==> src/rtl/uic_pkg.sv <==
package uic_pkg;

    typedef enum logic [2:0] {
        SEL_CTRL = 3'd0,
        SEL_MASK = 3'd1,
        SEL_RAW  = 3'd2,
        SEL_MSKD = 3'd3,
        SEL_ACK  = 3'd4
    } reg_sel_e;

    localparam int CTRL_EN_BIT = 0;
    localparam int CTRL_LB_BIT = 1;

endpackage

==> src/rtl/uic_ctrl_regs.sv <==
module uic_ctrl_regs
    import uic_pkg::*;
#(
    parameter int NUM_EVT = 8,
    parameter int ADDR_W  = 3
) (
    input  logic               clk,
    input  logic               rst_n,
    input  logic               wr_en,
    input  logic [ADDR_W-1:0]  addr,
    input  logic [NUM_EVT-1:0] wdata_lo,
    output logic               uart_en,
    output logic               loop_en,
    output logic [NUM_EVT-1:0] mask_q
);

    logic hit_ctrl;
    logic hit_mask;

    assign hit_ctrl = wr_en && (addr == ADDR_W'(SEL_CTRL));
    assign hit_mask = wr_en && (addr == ADDR_W'(SEL_MASK));

    always_ff @(posedge clk) begin
        if (!rst_n) begin
            uart_en <= 1'b0;
            loop_en <= 1'b0;
        end else if (hit_ctrl) begin
            uart_en <= wdata_lo[CTRL_EN_BIT];
            loop_en <= wdata_lo[CTRL_LB_BIT];
        end
    end

    always_ff @(posedge clk) begin
        if (!rst_n) begin
            mask_q <= '0;
        end else if (hit_mask) begin
            mask_q <= wdata_lo;
        end
    end

endmodule

==> src/rtl/uic_status.sv <==
module uic_status #(
    parameter int NUM_EVT = 8
) (
    input  logic               clk,
    input  logic               rst_n,
    input  logic [NUM_EVT-1:0] evt,
    input  logic [NUM_EVT-1:0] clr_vec,
    input  logic [NUM_EVT-1:0] mask,
    output logic [NUM_EVT-1:0] raw_q,
    output logic [NUM_EVT-1:0] mskd,
    output logic               irq
);

    for (genvar i = 0; i < NUM_EVT; i++) begin : g_bit
        always_ff @(posedge clk) begin
            if (!rst_n) begin
                raw_q[i] <= 1'b0;
            end else if (evt[i]) begin
                raw_q[i] <= 1'b1;
            end else if (clr_vec[i]) begin
                raw_q[i] <= 1'b0;
            end
        end
    end

    assign mskd = raw_q & mask;

    always_ff @(posedge clk) begin
        if (!rst_n) begin
            irq <= 1'b0;
        end else begin
            irq <= |mskd;
        end
    end

endmodule

==> src/rtl/uic_serial_mux.sv <==
module uic_serial_mux (
    input  logic loop_en,
    input  logic core_txd,
    input  logic pin_rxd,
    output logic pin_txd,
    output logic core_rxd
);

    always_comb begin
        if (loop_en) begin
            pin_txd  = 1'b1;
            core_rxd = core_txd;
        end else begin
            pin_txd  = core_txd;
            core_rxd = pin_rxd;
        end
    end

endmodule

==> src/rtl/uart_irq_ctrl.sv <==
module uart_irq_ctrl
    import uic_pkg::*;
#(
    parameter int NUM_EVT = 8,
    parameter int DATA_W  = 32,
    parameter int ADDR_W  = 3
) (
    input  logic               clk,
    input  logic               rst_n,
    input  logic               wr_en,
    input  logic               rd_en,
    input  logic [ADDR_W-1:0]  addr,
    input  logic [DATA_W-1:0]  wdata,
    output logic [DATA_W-1:0]  rdata,
    input  logic [NUM_EVT-1:0] evt_pulse,
    output logic               irq,
    output logic               uart_en,
    input  logic               core_txd,
    output logic               core_rxd,
    output logic               pin_txd,
    input  logic               pin_rxd
);

    logic [NUM_EVT-1:0] mask_q;
    logic [NUM_EVT-1:0] raw_q;
    logic [NUM_EVT-1:0] mskd;
    logic [NUM_EVT-1:0] clr_vec;
    logic               loop_en;
    logic [DATA_W-1:0]  rd_nxt;

    if (DATA_W > NUM_EVT) begin : g_hi
        logic unused_wdata_hi;
        assign unused_wdata_hi = ^wdata[DATA_W-1:NUM_EVT];
    end

    assign clr_vec = (wr_en && (addr == ADDR_W'(SEL_ACK))) ? wdata[NUM_EVT-1:0] : '0;

    uic_ctrl_regs #(.NUM_EVT(NUM_EVT), .ADDR_W(ADDR_W)) u_ctrl (
        .clk      (clk),
        .rst_n    (rst_n),
        .wr_en    (wr_en),
        .addr     (addr),
        .wdata_lo (wdata[NUM_EVT-1:0]),
        .uart_en  (uart_en),
        .loop_en  (loop_en),
        .mask_q   (mask_q)
    );

    uic_status #(.NUM_EVT(NUM_EVT)) u_stat (
        .clk     (clk),
        .rst_n   (rst_n),
        .evt     (evt_pulse),
        .clr_vec (clr_vec),
        .mask    (mask_q),
        .raw_q   (raw_q),
        .mskd    (mskd),
        .irq     (irq)
    );

    uic_serial_mux u_mux (
        .loop_en  (loop_en),
        .core_txd (core_txd),
        .pin_rxd  (pin_rxd),
        .pin_txd  (pin_txd),
        .core_rxd (core_rxd)
    );

    always_comb begin
        rd_nxt = '0;
        unique case (addr)
            ADDR_W'(SEL_CTRL): begin
                rd_nxt[CTRL_EN_BIT] = uart_en;
                rd_nxt[CTRL_LB_BIT] = loop_en;
            end
            ADDR_W'(SEL_MASK): rd_nxt[NUM_EVT-1:0] = mask_q;
            ADDR_W'(SEL_RAW):  rd_nxt[NUM_EVT-1:0] = raw_q;
            ADDR_W'(SEL_MSKD): rd_nxt[NUM_EVT-1:0] = mskd;
            default:           rd_nxt = '0;
        endcase
    end

    always_ff @(posedge clk) begin
        if (!rst_n) begin
            rdata <= '0;
        end else if (rd_en) begin
            rdata <= rd_nxt;
        end
    end

endmodule

==> config.mk <==
export PLATFORM = sky130hd
export DESIGN_NAME = uart_irq_ctrl
export DESIGN_NICKNAME = d
export VERILOG_FILES = /design/src/rtl/uic_pkg.sv /design/src/rtl/uic_ctrl_regs.sv /design/src/rtl/uic_status.sv /design/src/rtl/uic_serial_mux.sv /design/src/rtl/uart_irq_ctrl.sv
export SDC_FILE = /design/constraint.sdc
export NUM_CORES = 1
export LEC_CHECK = 0
export ABC_AREA = 1
export BUFFER_PORTS_ARGS = -buffer_cell sky130_fd_sc_hd__buf_2
export CORE_ASPECT_RATIO = 0.8
export CORE_MARGIN = 2
export CORE_UTILIZATION = 28
export CTS_CLUSTER_SIZE = 25
export DETAILED_ROUTE_END_ITERATION = 10
export PLACE_DENSITY = 0.65
export SYNTH_ARGS = -nofsm -noshare
export SYNTH_HDL_FRONTEND = slang
export SYNTH_HIERARCHICAL = 1
export SYNTH_SLANG_ARGS = --single-unit
==> constraint.sdc <==
create_clock -name clk -period 3.2 [get_ports clk]
set_clock_uncertainty 0.15 [all_clocks]
set_input_delay 0.16 -clock clk [delete_from_list [all_inputs] [get_ports clk]]
set_output_delay 0.16 -clock clk [all_outputs]
set_load 0.02 [all_outputs]
# Word-level counts from Yosys, hierarchy flattened
# Cells that the tools add are included.
dict set report word_totals {
  latchBits 0
  mem_bits_rw 0
  register_bits 27
  mem_count 0
  mem_bits_ro 0
}
dict set report op_classes {
  mux 21
  bitwise 1
  n_addsub 0
  div 0
  multipliers 0
  n_reduce_logical 13
  n_eq_ne 4
  shifts 0
  order_cmp 0
}
# operator count
set op_table {}
lappend op_table {{$mux 1} 18}
lappend op_table {{$pmux 6 s3} 1}
lappend op_table {{$reduce_bool 2->1} 8}
lappend op_table {{$and 8x8->8} 1}
lappend op_table {{$mux 8} 1}
lappend op_table {{$pmux 2 s4} 1}
lappend op_table {{$reduce_or 8->1} 1}
lappend op_table {{$eq 3x2->1 const B} 2}
lappend op_table {{$eq 3x1->1 const B} 1}
lappend op_table {{$eq 3x3->1 const B} 1}
lappend op_table {{$logic_and 1x1->1} 3}
lappend op_table {{$logic_not 3->1} 1}

# Longest topological paths before layout
# Gate-level depths: netlist of run 1.
dict set report depth {
  depth_word 5
  mapped_depth 8
  mapped_depth_nobuf 8
}

# Hierarchy
# Netlist of run 1, hierarchy kept.
# mod seq_area_each_um2 cells_per_inst instances area_each_um2
set by_module_without_submodules {}
lappend by_module_without_submodules {uart_irq_ctrl 160.2 132 1 803.3}
lappend by_module_without_submodules {uic_ctrl_regs 200.2 70 1 481.7}
lappend by_module_without_submodules {uic_status 180.2 57 1 371.6}
lappend by_module_without_submodules {uic_serial_mux 0.0 5 1 21.3}

# Least setup slack after synthesis of run 1
# OpenSTA, ideal clock, no wires.
dict set report synth_path {
  path_kind {input to register}
  startpoint {input addr[0]}
  endpoint {register u_stat.raw_q[0]}
  cell_stages 7
  required_ns 2.934
  t_arrival_ns 0.928
  path_slack_ns 2.006
  path_buffers 1
  path_cell_list {buf_2 nor2_4 nand3_1 nor2_1 inv_1 a21oi_1 nor2_1}
}
dict set report synth_between {
  elab_chain_cells 4
}
# item line
set synth_lines {}
lappend synth_lines {{start, declared} uart_irq_ctrl.sv:12} ;# input logic [ADDR_W-1:0] addr,
lappend synth_lines {{$eq 3x3->1} uart_irq_ctrl.sv:36} ;# assign clr_vec = (wr_en && (addr == ADDR_W'(SEL_ACK))) ? wdata[NUM_EVT-1:0] : '0;
lappend synth_lines {{$logic_and 1x1->1} uart_irq_ctrl.sv:36}
lappend synth_lines {{$mux 8} uart_irq_ctrl.sv:36}
lappend synth_lines {{net clr_vec[0]} uart_irq_ctrl.sv:27} ;# logic [NUM_EVT-1:0] clr_vec;
lappend synth_lines {{$reduce_bool 2->1 (no line)} --}
lappend synth_lines {{end signal, assigned by index} uic_status.sv:17} ;# raw_q[i] <= 1'b0;
lappend synth_lines {{end signal, assigned by index} uic_status.sv:19} ;# raw_q[i] <= 1'b1;
lappend synth_lines {{end signal, assigned by index} uic_status.sv:21} ;# raw_q[i] <= 1'b0;
lappend synth_lines {{end, declared} uic_status.sv:9} ;# output logic [NUM_EVT-1:0] raw_q,
# The timed path passes the listed nets, and every way through them passes these cells.
# A chain may end at the register's enable or synchronous reset.

# Worst setup path after layout of run 1
dict set report layout_path {
  startpoint {register u_ctrl.loop_en}
  endpoint {output pin_txd}
}
dict set report layout_between {
  elab_chain_cells 1
}
# item line
set layout_lines {}
lappend layout_lines {{start, declared} uic_ctrl_regs.sv:13} ;# output logic loop_en,
lappend layout_lines {{start signal, assigned} uic_ctrl_regs.sv:29} ;# loop_en <= wdata_lo[CTRL_LB_BIT];
lappend layout_lines {{$mux 1} uic_serial_mux.sv:10} ;# if (loop_en) begin
lappend layout_lines {{end, declared} uart_irq_ctrl.sv:20} ;# output logic pin_txd,
# No other way between the ends.

==> results of run 1 <==
==> through the flow <==
step | setup WS (ps) | instance area, um2
after floorplan | 2006 | 1764
after global placement | 1704 | 1815
after detailed placement | 1690 | 1815
after CTS | 1898 | 1941
after global routing | 1810 | 1941
final | 1903 | 1943
==> power breakdown <==
group / internal (mW) / switching (mW)
logic: 0.0405 / 0.0896
registers: 0.350 / 0.0107
clock network: 0.0893 / 0.110
==> layout by cell type (no fill, tap or decap), drive strengths merged <==
master / n
a21oi: 19
buf: 36
clkbuf: 4
clkinv: 5
conb: 24
dfxtp: 27
diode: 1
dlygate4sd3: 8
inv: 45
nand2: 59
nand3: 21
nand4: 8
nor2: 47
nor3: 1
or2: 1
==> layer usage <==
layer / up-vias / track usage [%] / wire, um
li1: 840 / - / -
met1: 679 / 15.64 / 1841
met2: 46 / 21.39 / 1705
met3: 2 / 3.099 / 239
met4: 0 / 2.051 / 16
met5: - / 0 / 0
==> layout make-up <==
class / count / area, um2 / share of cell area (%)
repair buffers: 44 / 260.3 / 13.39
flip-flops and latches: 27 / 540.5 / 27.82
clock buffers: 4 / 45.04 / 2.318
diodes: 1 / 2.502 / 0.1288
well taps: 81 / 101.3 / 5.216
multi-input cells: 180 / 805.8 / 41.47
inverters: 50 / 187.7 / 9.659
==> worst min path at each step <==
stage	startpoint	to	depth (start not counted)	slack (ps)
after floorplan	evt_pulse[0]	u_stat/raw_q[0]	2	130
after global placement	evt_pulse[5]	u_stat/raw_q[5]	3	210
after CTS	rd_en	rdata[0]	3	40
after detailed placement	evt_pulse[7]	u_stat/raw_q[7]	3	220
final	rd_en	rdata[0]	3	40
after global routing	rd_en	rdata[0]	3	60
==> cells by family (layout without fill, tap and decap cells) <==
group	after synthesis	after routing	share of synthesized area [%]
DFF	27	27	32.21
AOI/OAI and AO/OA	19	19	5.667
buffers and inverters	80	98	24.91
and+or+nand+nor	137	137	36.99
other	1	25	0.2235
==> state kept, by name (all words and copies together), names as in the netlist <==
name and cells:
rdata 8, u_ctrl/loop_en 1, u_ctrl/mask_q 8, u_ctrl/uart_en 1, u_stat/irq 1, u_stat/raw_q 8
==> critical path, cell delays in order (launching register included) <==
cell and delay, ps:
dfxtp_1 350, or2_1 200, buf_2 150
==> what timing repair did <==
item                      in CTS  in global routing
resized for setup              0                  0
hold buffers                   8                  0
hold endpoints to repair       8                  0
==> flow_metrics.py, run 1 <==
metrics = {
    "timing": {
        "finalCritPeriodShare_pct": 40.52,
        "holdWs_ps": 40.46,
        "finalSetupViolCount": 0,
        "rsz0062_at_grt": "false",
        "hold_violations": 0,
        "tns_ps": 0,
        "fmax_mhz": 771.2,
        "post-route-min-period_ps": 1297,
        "maxSlewViolCount": 0,
    },
    "cells_and_area": {
        "instances_no_fill": 387,
        "final_core_util_pct": 33.22,
        "synthToLayoutAreaGrowth_pct": 15.81,
        "drive_gt1_share_pct": 17.05,
        "fillCellCount": 662,
        "nets": 355,
    },
    "placement": {
        "numPortBuffers": 36,
        "placedCellCount": 374,
        "hpwlAfterDp_um": 2902,
        "gp_congestion": 0.7979,
    },
    "worst_setup_path": {
        "timing.rr.start": "u_ctrl/mask_q[0]",
        "worstPathRequired_ps": 2890,
        "critPathLaunchType": "register",
        "r2r_setup_slack_ps": 2080,
        "worstSetupPathType": "register to output port",
        "crit_start": "u_ctrl/loop_en",
        "worstSetupEndpoint": "pin_txd",
        "reg2reg_depth": 8,
        "reg2reg_to": "rdata[0]",
        "cp_max_fo": 5,
        "cp-end-kind": "output port",
        "arrival_ps": 990,
    },
    "die": {
        "dieArea_mm2": 0.006632,
        "rows": 25,
        "start_util_pct": 28.68,
        "die_w_um": 90.55,
        "floorplan.core_area_mm2": 0.005849,
        "io_pins": 85,
        "die_h_um": 73.24,
    },
    "global_route": {
        "grt_use_total_pct": 12.24,
        "antenna_found_initial": 0,
        "grt_pass1_wl_um": 6486,
        "grt_pass1_vias": 1437,
        "grt_remaining_overflow": 0,
        "grt_start_max_net_pins": 15,
    },
    "synth": {
        "synth_common_cells": "58 x nand2_1, 43 x nor2_1, 40 x inv_1, 27 x dfxtp_1, 24 x buf_4",
        "synth_top_area_cell": "dfxtp_1",
        "synth_top_cell_area_share_pct": 32.21,
        "synth_area_mm2": 0.001678,
        "async_flop_share_pct": 0,
        "synthTopCellsByArea": "dfxtp_1 32%, nand2_1 13%, buf_4 11%, nor2_1 9.6%, inv_1 8.9%",
        "synth-edff-count": 0,
        "yosysMostFrequentCell": "nand2_1",
        "ys_ff_latch": 27,
        "yosys_warnings": 6,
        "synth_area_per_cell_um2": 6.356,
        "synthCells": 264,
        "synthFlopType": "dfxtp_1",
        "synth.distinct_cells": 21,
        "yosysSeqAreaShare_pct": 32.21,
    },
    "drt": {
        "routed_wl_um": 3803,
        "firstDrtPassIters": 4,
        "ant_nets": 0,
        "routedWlPerCell_um": 9.827,
        "drt_iter0_drc": 92,
        "drcViolationCount": 0,
        "vias": 1567,
        "vias_per_cell": 4.049,
    },
    "run": {
        "cap_violations": 0,
    },
    "power_and_ir_drop": {
        "peakVddDrop_mv": 0.1472,
        "finalPower_mw": 0.6905,
        "p_per_area_mw_per_mm2": 355.4,
        "leakagePower_nw": 1.030,
    },
    "clock_network": {
        "cts_buffers": 3,
        "cts-root-buf": "clkbuf_8",
        "clkLatencyLatePin_ps": 270,
        "clkTransAtPathRegs_ps": 100,
        "cts_buffer_depth": 2,
        "post-cts-setup-buffer-count": 0,
        "cts_tree": "done",
        "cts_max_level": 1,
        "cts.sinks": 27,
    },
    "run_status": {
        "outcome": "finished clean",
    },
    "hold_path": {
        "hp-class": "input pin to register",
    },
}
(Power assumes the default switching activity.)
==> run 2: changes to the inputs <==
--- a/config.mk
+++ b/config.mk
@@ -5,14 +5,14 @@
 export SDC_FILE = /design/constraint.sdc
 export NUM_CORES = 1
 export LEC_CHECK = 0
-export ABC_AREA = 1
+export ABC_AREA = 0
 export BUFFER_PORTS_ARGS = -buffer_cell sky130_fd_sc_hd__buf_2
 export CORE_ASPECT_RATIO = 0.8
 export CORE_MARGIN = 2
 export CORE_UTILIZATION = 28
 export CTS_CLUSTER_SIZE = 25
 export DETAILED_ROUTE_END_ITERATION = 10
-export PLACE_DENSITY = 0.65
+export PLACE_DENSITY = 0.66
 export SYNTH_ARGS = -nofsm -noshare
 export SYNTH_HDL_FRONTEND = slang
 export SYNTH_HIERARCHICAL = 1
==> constraint.sdc (replaced) <==
create_clock -name clk -period 1.2 [get_ports clk]
set_clock_uncertainty 0.15 [all_clocks]
set_input_delay 0.06 -clock clk [delete_from_list [all_inputs] [get_ports clk]]
set_output_delay 0.06 -clock clk [all_outputs]
set_load 0.02 [all_outputs]
==> run 2 against run 1 <==
  * The run now ends with setup timing left
  * Sequential power rose to 2.6 times the previous value
  * Global-route usage down 0.60 points
  * First-iteration DRC count down 50%
  * Total power rose to 2.7 times the previous value
  * Worst hold slack worse by 29 ps
  * Final cell count down 20%
  * Critical path type is now register to register
  * Critical endpoint is now u_stat/irq
  * Largest cell class unchanged
  * Largest power group unchanged
==> flow_metrics.py, run 2 <==
metrics = {
    "drt": {
        "vias": 1279,
        "ant_nets": 0,
        "vias_per_cell": 4.153,
        "firstDrtPassIters": 4,
        "drt_iter0_drc": 46,
        "routedWlPerCell_um": 11.34,
        "routed_wl_um": 3494,
        "drcViolationCount": 0,
    },
    "placement": {
        "numPortBuffers": 36,
        "gp_congestion": 0.8064,
        "place_area_mm2": 0.001842,
        "hpwlAfterDp_um": 2662,
    },
    "synth": {
        "synthCells": 168,
        "synth_adder_area_share_pct": 0,
        "synth_compound_area_share_pct": 11.60,
        "synth_top_area_cell": "dfxtp_1",
        "synthXorXnorAreaFrac_pct": 0,
        "synth_area_mm2": 0.001520,
        "yosysSeqAreaShare_pct": 35.56,
        "ys_ff_latch": 27,
        "synthMuxAreaShare_pct": 14.65,
        "synth_top_cell_area_share_pct": 35.56,
        "synth_common_cells": "27 x dfxtp_1, 26 x buf_4, 24 x nand2_1, 15 x and2_1, 14 x mux2i_1",
        "synth-edff-count": 0,
        "synth.distinct_cells": 31,
        "yosysMostFrequentCell": "dfxtp_1",
        "synth_area_per_cell_um2": 9.049,
        "async_flop_share_pct": 0,
        "synthFlopType": "dfxtp_1",
        "synth-simple-area-share_pct": 22.96,
        "synthTopCellsByArea": "dfxtp_1 36%, buf_4 13%, mux2i_1 9.2%, and2_1 6.2%, nand2_1 5.9%",
        "synth_top_family_by_area": "simple AND/OR/NAND/NOR gates",
        "yosys_warnings": 6,
    },
    "timing": {
        "worst_slack_ps": -354.6,
        "post-route-min-period_ps": 1555,
        "finalCritPeriodShare_pct": 129.5,
        "finalSetupViolCount": 4,
        "hold_violations": 0,
        "fmax_mhz": 643.3,
        "maxSlewViolCount": 0,
        "rsz0062_at_grt": "true",
    },
    "worst_setup_path": {
        "reg2reg_to": "u_stat/irq",
        "slowest_delay_ps": 510,
        "cp-end-kind": "register",
        "critPathLaunchType": "register",
        "worstSetupPathType": "register to register",
        "crit_start": "u_stat/raw_q[6]",
        "r2r_setup_slack_ps": -350,
        "worstPathRequired_ps": 1230,
        "cp_slowest_cell": "or4_1",
        "reg2reg_depth": 3,
        "timing.rr.start": "u_stat/raw_q[6]",
        "cp_max_fo": 2,
        "arrival_ps": 1580,
        "worstSetupEndpoint": "u_stat/irq",
        "crit_chain": "and2_4 -> or4_1 -> o41a_1",
    },
    "die": {
        "die_h_um": 69.91,
        "die_w_um": 86.38,
        "io_pins": 85,
        "start_util_pct": 29.68,
        "rows": 23,
        "floorplan.core_area_mm2": 0.005122,
        "dieArea_mm2": 0.006038,
    },
    "clock_network": {
        "cts-root-buf": "clkbuf_8",
        "cts_buffers": 3,
        "clkLatencyLatePin_ps": 280,
        "cts.sinks": 27,
        "cts_tree": "done",
        "cts_max_level": 1,
        "cts_buffer_depth": 2,
        "clkTransAtPathRegs_ps": 100,
    },
    "run": {
        "cap_violations": 0,
    },
    "cells_and_area": {
        "final_common_cell": "buf_2",
        "mostFrequentLayoutCells": "34 x buf_2, 29 x buf_4, 24 x nand2_1, 24 x conb_1, 19 x dfxtp_1",
        "drive_gt1_share_pct": 41.06,
        "multi_input_area_um2": 909.6,
        "synthToLayoutAreaGrowth_pct": 42.39,
        "fillCellCount": 520,
        "nets": 296,
        "final_cell_area_mm2": 0.002165,
        "final_core_util_pct": 42.26,
        "register_area_um2": 550.5,
        "diodes": 0,
        "reg_top3": "rdata: 8 flops, u_ctrl/mask_q: 8 flops, u_stat/raw_q: 8 flops",
    },
    "global_route": {
        "grt_use_total_pct": 11.64,
        "grt_remaining_overflow": 0,
        "antenna_found_initial": 0,
        "grt_start_max_net_pins": 19,
        "grt_pass1_vias": 1210,
        "grt_pass1_wl_um": 5575,
    },
    "power_and_ir_drop": {
        "p_per_area_mw_per_mm2": 872.7,
        "leakagePower_nw": 0.9985,
        "peakVddDrop_mv": 0.3658,
    },
    "run_status": {
        "outcome": "finished with violations",
        "failed_checks": "setup timing",
    },
    "hold_path": {
        "hp-class": "input pin to register",
    },
}
==> run 2: cell count changes after synthesis, sizes merged, moves of 10 or more <==
cell   previous run  this run
nor2             47         2
inv              45         2
nand2            59        24
nand3            21         0
a21oi            19         0
and2              0        16
mux2i             0        14
o21a              0        10
==> run 2: logic make-up (layout without fill, tap and decap cells) <==
| logic type | after synthesis | in the layout |
|---|---|---|
| AO/OA/AOI/OAI | 25 | 25 |
| buffers and inverters | 32 | 87 |
| other | 1 | 24 |
| flip-flops | 27 | 27 |
| AND/OR/NAND/NOR | 62 | 62 |
| multiplexers | 21 | 21 |
==> run 2: metrics by stage <==
stage	setup TNS (ps)	total power, mW	cells	hold slack (ps)	setup WS [ps]
floorplan	-312.1	1.222	191	27.60	-312.1
global placement	-1010	1.294	284	127.0	-325.4
detailed placement	-1087	1.298	284	124.2	-347.2
CTS	-555.5	1.897	307	7.935	-354.2
global route	-752.6	1.975	308	52.12	-381.1
finish	-520.1	1.889	308	11.29	-354.6
==> run 2: how the worst min path moves through the flow <==
stage                 startpoint               to  slack, ps  cells after the start
floorplan                  rst_n         rdata[0]         30                      1
global placement    evt_pulse[0]  u_stat/raw_q[0]        130                      2
detailed placement  evt_pulse[1]  u_stat/raw_q[1]        120                      2
CTS                        rd_en         rdata[1]          8                      3
global route               rd_en         rdata[1]         50                      3
finish                     rd_en         rdata[1]         10                      3
==> run 2: timing repair <==
action | CTS | global route
resized for setup | 24 | 4
setup endpoints to repair | 9 | 10
pin swaps | 9 | 7
hold endpoints to repair | 18 | 0
hold buffers | 16 | 0
setup buffers | 3 | 1
==> run 2: layout make-up <==
type / instances / area share [%]
Clock buffer: 3 / 1.908
Clock inverter: 1 / 0.3468
Inverter: 2 / 0.3468
Multi-Input combinational cell: 132 / 42.02
Sequential cell: 27 / 25.43
Tap cell: 62 / 3.584
Timing Repair Buffer: 81 / 26.36
==> run 2: worst max-delay path, delay by kind of cell (launching register included) <==
| family | cells | cell delay, ps |
|---|---|---|
| compound gates | 1 | 320 |
| simple gates | 2 | 660 |
| flops | 1 | 330 |
==> run 2: report_power, final <==
part	switching [mW]	internal, mW	leakage, nW
Combinational	0.210	0.200	0.752
Clock	0.298	0.237	0.0217
Sequential	0.0163	0.928	0.224
==> run 2: layer usage <==
metal,part of all wire (%),up-vias,global-route usage [%]
met2,47,32,18.29
li1,-,672,-
met5,0,-,0
met3,4.5,5,2.364
met4,1.5,0,4.688
met1,47,570,15.50
==> run 3: changes to the inputs <==
--- a/config.mk
+++ b/config.mk
@@ -13,6 +13,7 @@
 export CTS_CLUSTER_SIZE = 25
 export DETAILED_ROUTE_END_ITERATION = 10
 export PLACE_DENSITY = 0.66
+export SETUP_SLACK_MARGIN = 0.02
 export SYNTH_ARGS = -nofsm -noshare
 export SYNTH_HDL_FRONTEND = slang
 export SYNTH_HIERARCHICAL = 1
==> run 3 against run 2 <==
  * The flow still finishes with violations (setup timing)
  * Wire length up 2.9%
  * First-iteration DRC count increased by 100%
  * Combinational power barely moved
  * Setup slack got worse by 11 ps
  * Total power down 0.75%
  * Utilization rose by 0.20 points
  * Clock power shrank 3%
  * Largest cell class unchanged
==> flow_metrics.py, run 3 (synthesis gave the netlist of run 2 again) <==
metrics = {
    "power_and_ir_drop": {
        "seq_power_share_pct": 50.5,
        "peakVddDrop_mv": 0.2760,
        "power_switching_mw": 0.5155,
        "p_per_area_mw_per_mm2": 862.2,
        "combPwrFrac_pct": 21.8,
        "pwr-share-clk_pct": 27.7,
        "p_int_mw": 1.359,
        "leakagePower_nw": 0.9859,
        "switching_share_pct": 27.49,
    },
    "cells_and_area": {
        "nets": 293,
        "instances_no_fill": 305,
        "fillCellCount": 508,
        "drive_gt1_share_pct": 44.86,
        "mostFrequentLayoutCells": "34 x buf_2, 26 x buf_4, 24 x nand2_1, 24 x conb_1, 16 x dlygate4sd3_1",
        "final_cell_area_mm2": 0.002175,
        "register_area_um2": 556.8,
        "final_common_cell": "buf_2",
        "reg_top3": "rdata: 8 flops, u_ctrl/mask_q: 8 flops, u_stat/raw_q: 8 flops",
        "multi_input_area_um2": 938.4,
        "synthToLayoutAreaGrowth_pct": 43.05,
        "diodes": 0,
    },
    "hold_path": {
        "hold_start": "rd_en",
        "hp-class": "input pin to register",
    },
    "drt": {
        "drcViolationCount": 0,
        "vias": 1307,
        "routedWlPerCell_um": 11.79,
        "vias_per_cell": 4.285,
        "ant_nets": 0,
        "routed_wl_um": 3596,
        "firstDrtPassIters": 4,
        "drt_iter0_drc": 94,
    },
    "global_route": {
        "grt_pass1_vias": 1246,
        "grt_remaining_overflow": 0,
        "grt_pass1_wl_um": 5816,
        "grt_util_met1_pct": 15.75,
        "grt_use_total_pct": 12.14,
        "grt_start_max_net_pins": 20,
        "antenna_found_initial": 0,
        "use_met3_pct": 3.310,
        "busiest_layer": "met2",
        "grt_util_met2_pct": 19.57,
    },
    "run": {
        "cap_violations": 0,
    },
    "worst_setup_path": {
        "cp_max_fo": 2,
        "timing.rr.start": "u_ctrl/mask_q[6]",
        "crit_start": "u_ctrl/mask_q[6]",
        "worstSetupPathType": "register to register",
        "worstPathRequired_ps": 1220,
        "r2r_setup_slack_ps": -370,
        "critPathLaunchType": "register",
        "arrival_ps": 1580,
        "cp-end-kind": "register",
    },
    "timing": {
        "worst_slack_ps": -365.3,
        "post-route-min-period_ps": 1565,
        "rsz0062_at_grt": "true",
        "maxSlewViolCount": 0,
        "hold_violations": 0,
        "finalCritPeriodShare_pct": 130.4,
        "fmax_mhz": 638.9,
        "finalSetupViolCount": 5,
    },
    "run_status": {
        "failed_checks": "setup timing",
        "outcome": "finished with violations",
    },
    "die": {
        "start_util_pct": 29.68,
        "die_w_um": 86.38,
        "rows": 23,
        "dieArea_mm2": 0.006038,
        "floorplan.core_area_mm2": 0.005122,
        "io_pins": 85,
        "die_h_um": 69.91,
    },
    "placement": {
        "hpwlAfterDp_um": 2731,
        "gp_congestion": 0.7842,
        "placedCellCount": 283,
        "numPortBuffers": 36,
        "place_area_mm2": 0.001838,
    },
    "clock_network": {
        "cts_buffer_depth": 2,
        "cts_max_level": 1,
        "cts.sinks": 27,
        "cts_buffers": 3,
        "clkLatencyLatePin_ps": 280,
        "cts_tree": "done",
        "clkTransAtPathRegs_ps": 90,
        "cts-root-buf": "clkbuf_8",
    },
}
run 3: area by class of cell:
cell class | count | share of cell area, %
multi-input combinational | 132 | 43.15
sequential | 27 | 25.60
timing repair buffer | 78 | 25.20
tap | 62 | 3.567
clock buffer | 3 | 1.899
inverter | 2 | 0.3452
clock inverter | 1 | 0.2301
run 3: worst paths after layout:
check                    end  depth (start not counted)
hold / removal      rdata[1]                          3
setup reg to reg  u_stat/irq                          3
setup / recovery  u_stat/irq                          3
hold reg to reg     rdata[7]                          2
run 3: power groups by stage:
| stage | clock network (mW) | logic (mW) | registers [mW] |
|---|---|---|---|
| after floorplan | 0 | 0.255 | 0.968 |
| after global placement | 0 | 0.332 | 0.962 |
| after detailed placement | 0 | 0.336 | 0.963 |
| after CTS | 0.532 | 0.399 | 0.944 |
| after global routing | 0.555 | 0.445 | 0.951 |
| final | 0.519 | 0.409 | 0.947 |
run 3: metrics by stage:
step | setup slack (ps) | utilization, % | hold WS, ps | setup TNS, ps | total power, mW
final | -365.3 | 42.45 | 26.42 | -645.9 | 1.875
after global routing | -384.9 | 42.45 | 44.50 | -910.4 | 1.951
after CTS | -358.5 | 41.48 | 19.34 | -662.6 | 1.875
after detailed placement | -350.0 | 35.88 | 125.3 | -1420 | 1.300
after global placement | -331.6 | 35.88 | 123.3 | -1036 | 1.294
after floorplan | -312.1 | - | 27.60 | -312.1 | 1.223
run 3: worst max-delay path: stages, from the launching register on:
cell	delay, ps
dfxtp_2	330
and2_4	150
or4_4	520
o41a_1	310
run 3: what timing repair did:
action	in CTS	in global routing
setup buffers	1	1
hold buffers	16	0
hold endpoints to repair	18	0
pin swaps	7	12
gates resized for setup	24	15
setup endpoints to repair	9	11
run 3: layer usage:
layer  up-vias  part of all wire, %  wire length (um)
met4         0                  1.2                43
met3         4                  4.8               171
met5         -                    0                 0
met1       606                   46              1653
li1        671                    -                 -
met2        26                   48              1728
